**src/rtl/mhf_pkg.sv**
```systemverilog
package mhf_pkg;

   localparam logic [31:0] CRC_POLY_REFL = 32'hEDB88320;
   localparam logic [31:0] CRC_SEED      = 32'hFFFF_FFFF;

   // One octet through a reflected CRC-32, least significant bit first.
   function automatic logic [31:0] crc_octet(input logic [31:0] c, input logic [7:0] d);
      logic [31:0] r;
      r = c;
      for (int b = 0; b < 8; b++) begin
         if (r[0] ^ d[b]) r = (r >> 1) ^ CRC_POLY_REFL;
         else             r = r >> 1;
      end
      return r;
   endfunction

   function automatic logic [31:0] rev32(input logic [31:0] v);
      logic [31:0] r;
      for (int i = 0; i < 32; i++) r[i] = v[31 - i];
      return r;
   endfunction

endpackage

```
**src/rtl/mhf_addr_collect.sv**
```systemverilog
module mhf_addr_collect
   import mhf_pkg::*;
#(
   parameter int OCTETS = 6
) (
   input  logic                  clk,
   input  logic                  rst,
   input  logic                  oct_valid,
   input  logic                  oct_sof,
   input  logic [7:0]            oct_data,
   output logic                  last,
   output logic [8*OCTETS-1:0]   full_addr,
   output logic [31:0]           crc_fin
);
   localparam int CNT_W = (OCTETS > 1) ? $clog2(OCTETS) : 1;
   localparam int ADR_W = 8 * OCTETS;
   localparam logic [CNT_W-1:0] LAST_POS = CNT_W'(OCTETS - 1);

   if (OCTETS < 2) begin : g_bad_octets
      $error("mhf_addr_collect: OCTETS must be at least 2");
   end

   logic [CNT_W-1:0] cnt_q;
   logic [CNT_W-1:0] pos;
   logic [31:0]      crc_q;
   logic [31:0]      crc_in;
   logic [ADR_W-1:0] sr_q;

   assign pos       = oct_sof ? '0 : cnt_q;
   assign crc_in    = (pos == '0) ? CRC_SEED : crc_q;
   assign crc_fin   = crc_octet(crc_in, oct_data);
   assign last      = oct_valid && (pos == LAST_POS);
   assign full_addr = {oct_data, sr_q[ADR_W-1:8]};

   always_ff @(posedge clk) begin
      if (rst) begin
         cnt_q <= '0;
         crc_q <= CRC_SEED;
         sr_q  <= '0;
      end else if (oct_valid) begin
         crc_q <= crc_fin;
         sr_q  <= full_addr;
         cnt_q <= (pos == LAST_POS) ? '0 : pos + 1'b1;
      end
   end

   // the octet position never leaves the address length
   a_r8_pos_bound: assert property (@(posedge clk) disable iff (rst)
      cnt_q <= LAST_POS);
   // a start strobe always restarts collection at the second position
   a_r8_sof_restart: assert property (@(posedge clk) disable iff (rst)
      (oct_valid && oct_sof) |=> (cnt_q == CNT_W'(1)));

endmodule

```
**src/rtl/mhf_hash_table.sv**
```systemverilog
module mhf_hash_table #(
   parameter int HASH_BITS = 9,
   parameter int WORD_W    = 32
) (
   input  logic                 clk,
   input  logic                 rst,
   input  logic                 wr_en,
   input  logic                 wr_set,
   input  logic [HASH_BITS-1:0] wr_idx,
   input  logic [HASH_BITS-1:0] rd_idx,
   output logic                 rd_bit
);
   localparam int ENTRIES = 1 << HASH_BITS;
   localparam int SEL_W   = $clog2(WORD_W);
   localparam int WORDS   = ENTRIES / WORD_W;

   if ((1 << SEL_W) != WORD_W || SEL_W >= HASH_BITS) begin : g_bad_geom
      $error("mhf_hash_table: WORD_W must be a power of two below the table size");
   end

   logic [ENTRIES-1:0] tbl_flat;

   for (genvar w = 0; w < WORDS; w++) begin : g_word
      logic [WORD_W-1:0] word_q;
      logic              hit;
      assign hit = wr_en && ((wr_idx >> SEL_W) == HASH_BITS'(w));
      always_ff @(posedge clk) begin
         if (rst)      word_q <= '0;
         else if (hit) word_q[wr_idx[SEL_W-1:0]] <= wr_set;
      end
      assign tbl_flat[w*WORD_W +: WORD_W] = word_q;
   end

   // Read from the flops: a write in the same cycle is not yet visible.
   assign rd_bit = tbl_flat[rd_idx];

   // a write leaves the addressed entry at the requested value
   a_r2_set_lands: assert property (@(posedge clk) disable iff (rst)
      wr_en |=> (tbl_flat[$past(wr_idx)] == $past(wr_set)));
   // at most one entry changes per write
   a_r2_one_entry: assert property (@(posedge clk) disable iff (rst)
      wr_en |=> ($countones(tbl_flat ^ $past(tbl_flat)) <= 1));
   // without a write the table holds
   a_r2_hold: assert property (@(posedge clk) disable iff (rst)
      !wr_en |=> $stable(tbl_flat));

endmodule

```
**src/rtl/mhf_decide.sv**
```systemverilog
module mhf_decide #(
   parameter int ADR_W = 48
) (
   input  logic [ADR_W-1:0] addr,
   input  logic [31:0]      stn_lo,
   input  logic [15:0]      stn_hi,
   input  logic             promisc,
   input  logic             hash_hit,
   output logic             is_group,
   output logic             stn_match,
   output logic             accept
);
   if (ADR_W != 48) begin : g_bad_width
      $error("mhf_decide: station compare is built for 48-bit addresses");
   end

   logic is_bcast;

   assign is_group  = addr[0];
   assign is_bcast  = &addr;
   assign stn_match = (addr == {stn_hi, stn_lo});

   always_comb begin
      if (promisc)       accept = 1'b1;
      else if (is_bcast) accept = 1'b1;
      else if (is_group) accept = hash_hit;
      else               accept = stn_match;
   end

endmodule

```
**src/rtl/mcast_hash_filter.sv**
```systemverilog
module mcast_hash_filter
   import mhf_pkg::*;
#(
   parameter int HASH_BITS = 9,
   parameter int WORD_W    = 32,
   parameter int OCTETS    = 6
) (
   input  logic                 clk,
   input  logic                 rst,
   input  logic                 oct_valid,
   input  logic                 oct_sof,
   input  logic [7:0]           oct_data,
   input  logic [31:0]          stn_lo,
   input  logic [15:0]          stn_hi,
   input  logic                 prom_wr,
   input  logic                 prom_val,
   input  logic                 tbl_wr,
   input  logic [HASH_BITS:0]   tbl_word,
   output logic                 dec_valid,
   output logic                 dec_accept
);
   localparam int ADR_W = 8 * OCTETS;

   if (HASH_BITS < 6 || HASH_BITS > 12) begin : g_bad_hash
      $error("mcast_hash_filter: HASH_BITS out of range");
   end

   logic             last;
   logic [ADR_W-1:0] full_addr;
   logic [31:0]      crc_fin;
   logic [31:0]      crc_rev;
   logic [HASH_BITS-1:0] hidx;
   logic             hash_hit;
   logic             is_group;
   logic             stn_match;
   logic             accept_c;
   logic             prom_q;

   mhf_addr_collect #(.OCTETS(OCTETS)) u_collect (
      .clk       (clk),
      .rst       (rst),
      .oct_valid (oct_valid),
      .oct_sof   (oct_sof),
      .oct_data  (oct_data),
      .last      (last),
      .full_addr (full_addr),
      .crc_fin   (crc_fin)
   );

   assign crc_rev = rev32(crc_fin);
   assign hidx    = crc_rev[31 -: HASH_BITS];

   mhf_hash_table #(.HASH_BITS(HASH_BITS), .WORD_W(WORD_W)) u_table (
      .clk    (clk),
      .rst    (rst),
      .wr_en  (tbl_wr),
      .wr_set (tbl_word[HASH_BITS]),
      .wr_idx (tbl_word[HASH_BITS-1:0]),
      .rd_idx (hidx),
      .rd_bit (hash_hit)
   );

   mhf_decide #(.ADR_W(ADR_W)) u_decide (
      .addr      (full_addr),
      .stn_lo    (stn_lo),
      .stn_hi    (stn_hi),
      .promisc   (prom_q),
      .hash_hit  (hash_hit),
      .is_group  (is_group),
      .stn_match (stn_match),
      .accept    (accept_c)
   );

   always_ff @(posedge clk) begin
      if (rst) begin
         prom_q     <= 1'b0;
         dec_valid  <= 1'b0;
         dec_accept <= 1'b0;
      end else begin
         if (prom_wr) prom_q <= prom_val;
         dec_valid  <= last;
         dec_accept <= last && accept_c;
      end
   end

   // a decision follows the sixth octet at the next edge
   a_r8_valid_follows: assert property (@(posedge clk) disable iff (rst)
      last |=> dec_valid);
   // no decision without a completed address
   a_r8_no_spurious: assert property (@(posedge clk) disable iff (rst)
      !last |=> !dec_valid);
   // promiscuous mode accepts every frame
   a_r6_promisc_accepts: assert property (@(posedge clk) disable iff (rst)
      (last && prom_q) |=> dec_accept);
   // broadcast accepted regardless of the table
   a_r7_bcast_accepts: assert property (@(posedge clk) disable iff (rst)
      (last && (&full_addr)) |=> dec_accept);
   // individual addresses follow the station compare only
   a_r5_individual: assert property (@(posedge clk) disable iff (rst)
      (last && !is_group && !prom_q) |=> (dec_accept == $past(stn_match)));

endmodule

```
**config.mk**
```make
export PLATFORM = sky130hd
export DESIGN_NAME = mcast_hash_filter
export DESIGN_NICKNAME = d
export VERILOG_FILES = /design/src/rtl/mhf_pkg.sv /design/src/rtl/mhf_addr_collect.sv /design/src/rtl/mhf_hash_table.sv /design/src/rtl/mhf_decide.sv /design/src/rtl/mcast_hash_filter.sv
export SDC_FILE = /design/constraint.sdc
export NUM_CORES = 2
export LEC_CHECK = 0
export ABC_AREA = 1
export BUFFER_PORTS_ARGS = -buffer_cell sky130_fd_sc_hd__buf_2
export CAP_MARGIN = 20
export CORE_MARGIN = 2
export CORE_UTILIZATION = 50
export CTS_CLUSTER_DIAMETER = 80
export DETAILED_ROUTE_END_ITERATION = 6
export PLACE_DENSITY = 0.67
export SLEW_MARGIN = 10
export SYNTH_ARGS = -nofsm -noshare
export SYNTH_HDL_FRONTEND = slang
export SYNTH_HIERARCHICAL = 1
export SYNTH_SLANG_ARGS = --single-unit
```
**constraint.sdc**
```tcl
create_clock -name clk -period 3.2 [get_ports clk]
set_clock_uncertainty 0.05 [all_clocks]
set_input_delay 0.48 -clock clk [delete_from_list [all_inputs] [get_ports clk]]
set_output_delay 0.48 -clock clk [all_outputs]
set_load 0.01 [all_outputs]
```
==> impl_metrics.toml <==
[pwr]
ir_drop_mv = 0.471
p_per_area_mw_per_mm2 = 564
finalPower_mw = 20.4
p_leak_nw = 12.9

[finish]
fill_cells = 5424
multi_input_area_mm2 = 0.0168
drive_above_1_share = 0.171
area_delta_synth_final_pct = 20.6
diodes = 0
final_net_count = 4530
seq_area_mm2 = 0.0118

[sta]
fin_crit_ns = 3.55
worst_slack_ns = -0.355
grt_setup_unrepaired = "true"
holdWs_ns = 0.0924
setup_viol = 1
fmax_ghz = 0.281
finalMaxSlewViolations = 0
worst_pin_slew_ns = 1.14
final.period_utilization = 1.11
finalHoldViolations = 0
max_slew_margin = 0.240

[route]
ant_nets = 0
wirelength_mm = 118
first_iter_violations = 4359
wire_per_inst_um = 22.3
viasPerCell = 6.26
drt-pass1-iter-count = 6
vias = 33100
route.detailed.drc = 0

[floorplan]
initial_core_util = 0.508
core_region_area_mm2 = 0.0591
dieArea_mm2 = 0.0620
die_w_um = 249
die-height_um = 249
io-pin-count = 75
row_count = 89

[clocking]
htreeDepth = 3
root_buffer = "clkbuf_16"
clk_path_buf_depth = 3
cts_tree = "yes"
path_clk_slew_ns = 0.06
cts.sinks = 590
cts_buffers = 68
clock_latency_ns = 0.61

[synthesis]
ys_warn_count = 6
synth.avg_cell_area_um2 = 6.77
synth_nets = 4504
syn-cell-area_mm2 = 0.0300
netlist_instances = 4431

[critical_path]
cp_common_cell = "nand2_1"
worstPathRequired_ns = 3.63
path_class = "register to register"
crit_buf_inv = 5
slowest_stage = "dfxtp_2"
slowest_delay_ns = 0.33
setup.worst_path.start_class = "register"
crit_fanout = 8
critPathTopFamily = "simple AND/OR/NAND/NOR gates"
end_kind = "register"
arrival_ns = 3.99

[grt]
grt_pass1_vias = 30800
grt_max_degree = 119
grt_usage = 0.365
gr-total-overflow = 0
grt_pass1_wl_mm = 180
antenna_found_initial = 0

[placement]
finalWeightedCongestion = 0.992
place.port_buffers = 74
dpl.hpwl_mm = 69.9

[job]
maxCapViolCount = 0

[run_status]
violations = "negative setup slack"
status = "complete, but fails checks"

[worst_hold_path]
worst_hold_path_type = "input port to register"
final timing paths:
check / cells past startpoint / from / end / slack (ns)
setup / recovery: 31 / u_collect/cnt_q[2]$_SDFFE_PP0P_ / dec_accept$_SDFF_PP0_ / -0.35
hold / removal: 3 / prom_wr / prom_q$_SDFFE_PP0P_ / 0.09
setup reg to reg: 31 / u_collect/cnt_q[2]$_SDFFE_PP0P_ / dec_accept$_SDFF_PP0_ / -0.35
hold reg to reg: 2 / u_collect/crc_q[20]$_SDFFE_PP1P_ / u_collect/crc_q[20]$_SDFFE_PP1P_ / 0.41
layout by cell type, fill, tap and decap left out, types with 14 or more instances in the layout:
| cell | count |
|---|---|
| xor2_1 | 24 |
| clkbuf_1 | 17 |
| nand4_1 | 15 |
| clkbuf_8 | 18 |
| nor2_4 | 42 |
| clkbuf_16 | 74 |
| nand3_2 | 101 |
| inv_2 | 49 |
| a21oi_1 | 553 |
| xnor2_1 | 27 |
| buf_16 | 14 |
| nand3_4 | 25 |
| dfxtp_1 | 587 |
| nand3_1 | 914 |
| inv_1 | 118 |
| nor2_1 | 137 |
| buf_12 | 45 |
| o21ai_0 | 536 |
| o21ai_1 | 24 |
| nand2_1 | 762 |
| buf_2 | 72 |
| buf_4 | 223 |
| nand2_2 | 29 |
per-layer routing:
layer | global-route usage | share of wire | wire length [µm]
met1 | 0.472 | 0.39 | 45400
met2 | 0.559 | 0.43 | 51000
met3 | 0.0894 | 0.12 | 14100
met4 | 0.204 | 0.062 | 7310
met5 | 0 | 0 | 0
repair_timing:
item | in CTS | in global routing
gates cloned | 15 | 1
pin swaps | 57 | 23
hold buffers | 0 | 0
setup buffers | 32 | 4
endpoints found under the setup margin | 1 | 9
resized for setup | 176 | 42
worst register-to-register path: cells and delay by family (launching register included):
family                 cells  cell delay, ns
AND/OR/NAND/NOR           24            2.10
AO/OA/AOI/OAI              1            0.11
XOR/XNOR                   1            0.23
flip-flops                 1            0.33
buffers and inverters      5            0.62
final cells by class:
type                    instances  area share
inverters                     170      0.0186
flip-flops and latches        590       0.326
clock inverters                12     0.00387
repair buffers                373       0.101
well taps                     773      0.0267
multi-input cells            3252       0.464
clock buffers                 108      0.0591
repair inverters                2    0.000484
state kept, by name (all words and copies together), names as in the netlist:
signal                 flops
u_table/g_word.word_q    512
u_collect/sr_q            40
u_collect/crc_q           32
u_collect/cnt_q            3
dec_accept                 1
dec_valid                  1
prom_q                     1
power breakdown:
part / switching (mW) / internal (mW)
clock network: 3.22 / 4.81
registers: 0.0686 / 7.43
logic: 3.10 / 1.78
total: 6.38 / 14.0
through the flow:
step / setup WS, ns / setup TNS, ns / utilization / cells / cell area, µm²
finish: -0.355 / -0.355 / 0.612 / 5280 / 36200
global route: -0.553 / -0.553 / 0.612 / 5280 / 36200
CTS: -0.240 / -0.530 / 0.608 / 5278 / 36000
detailed placement: -0.828 / -0.828 / 0.544 / 5111 / 32100
global placement: -0.834 / -0.834 / 0.544 / 5111 / 32100
floorplan: 0.0143 / 0 / - / 4431 / 30000
Power figures use the tool's default switching activity.
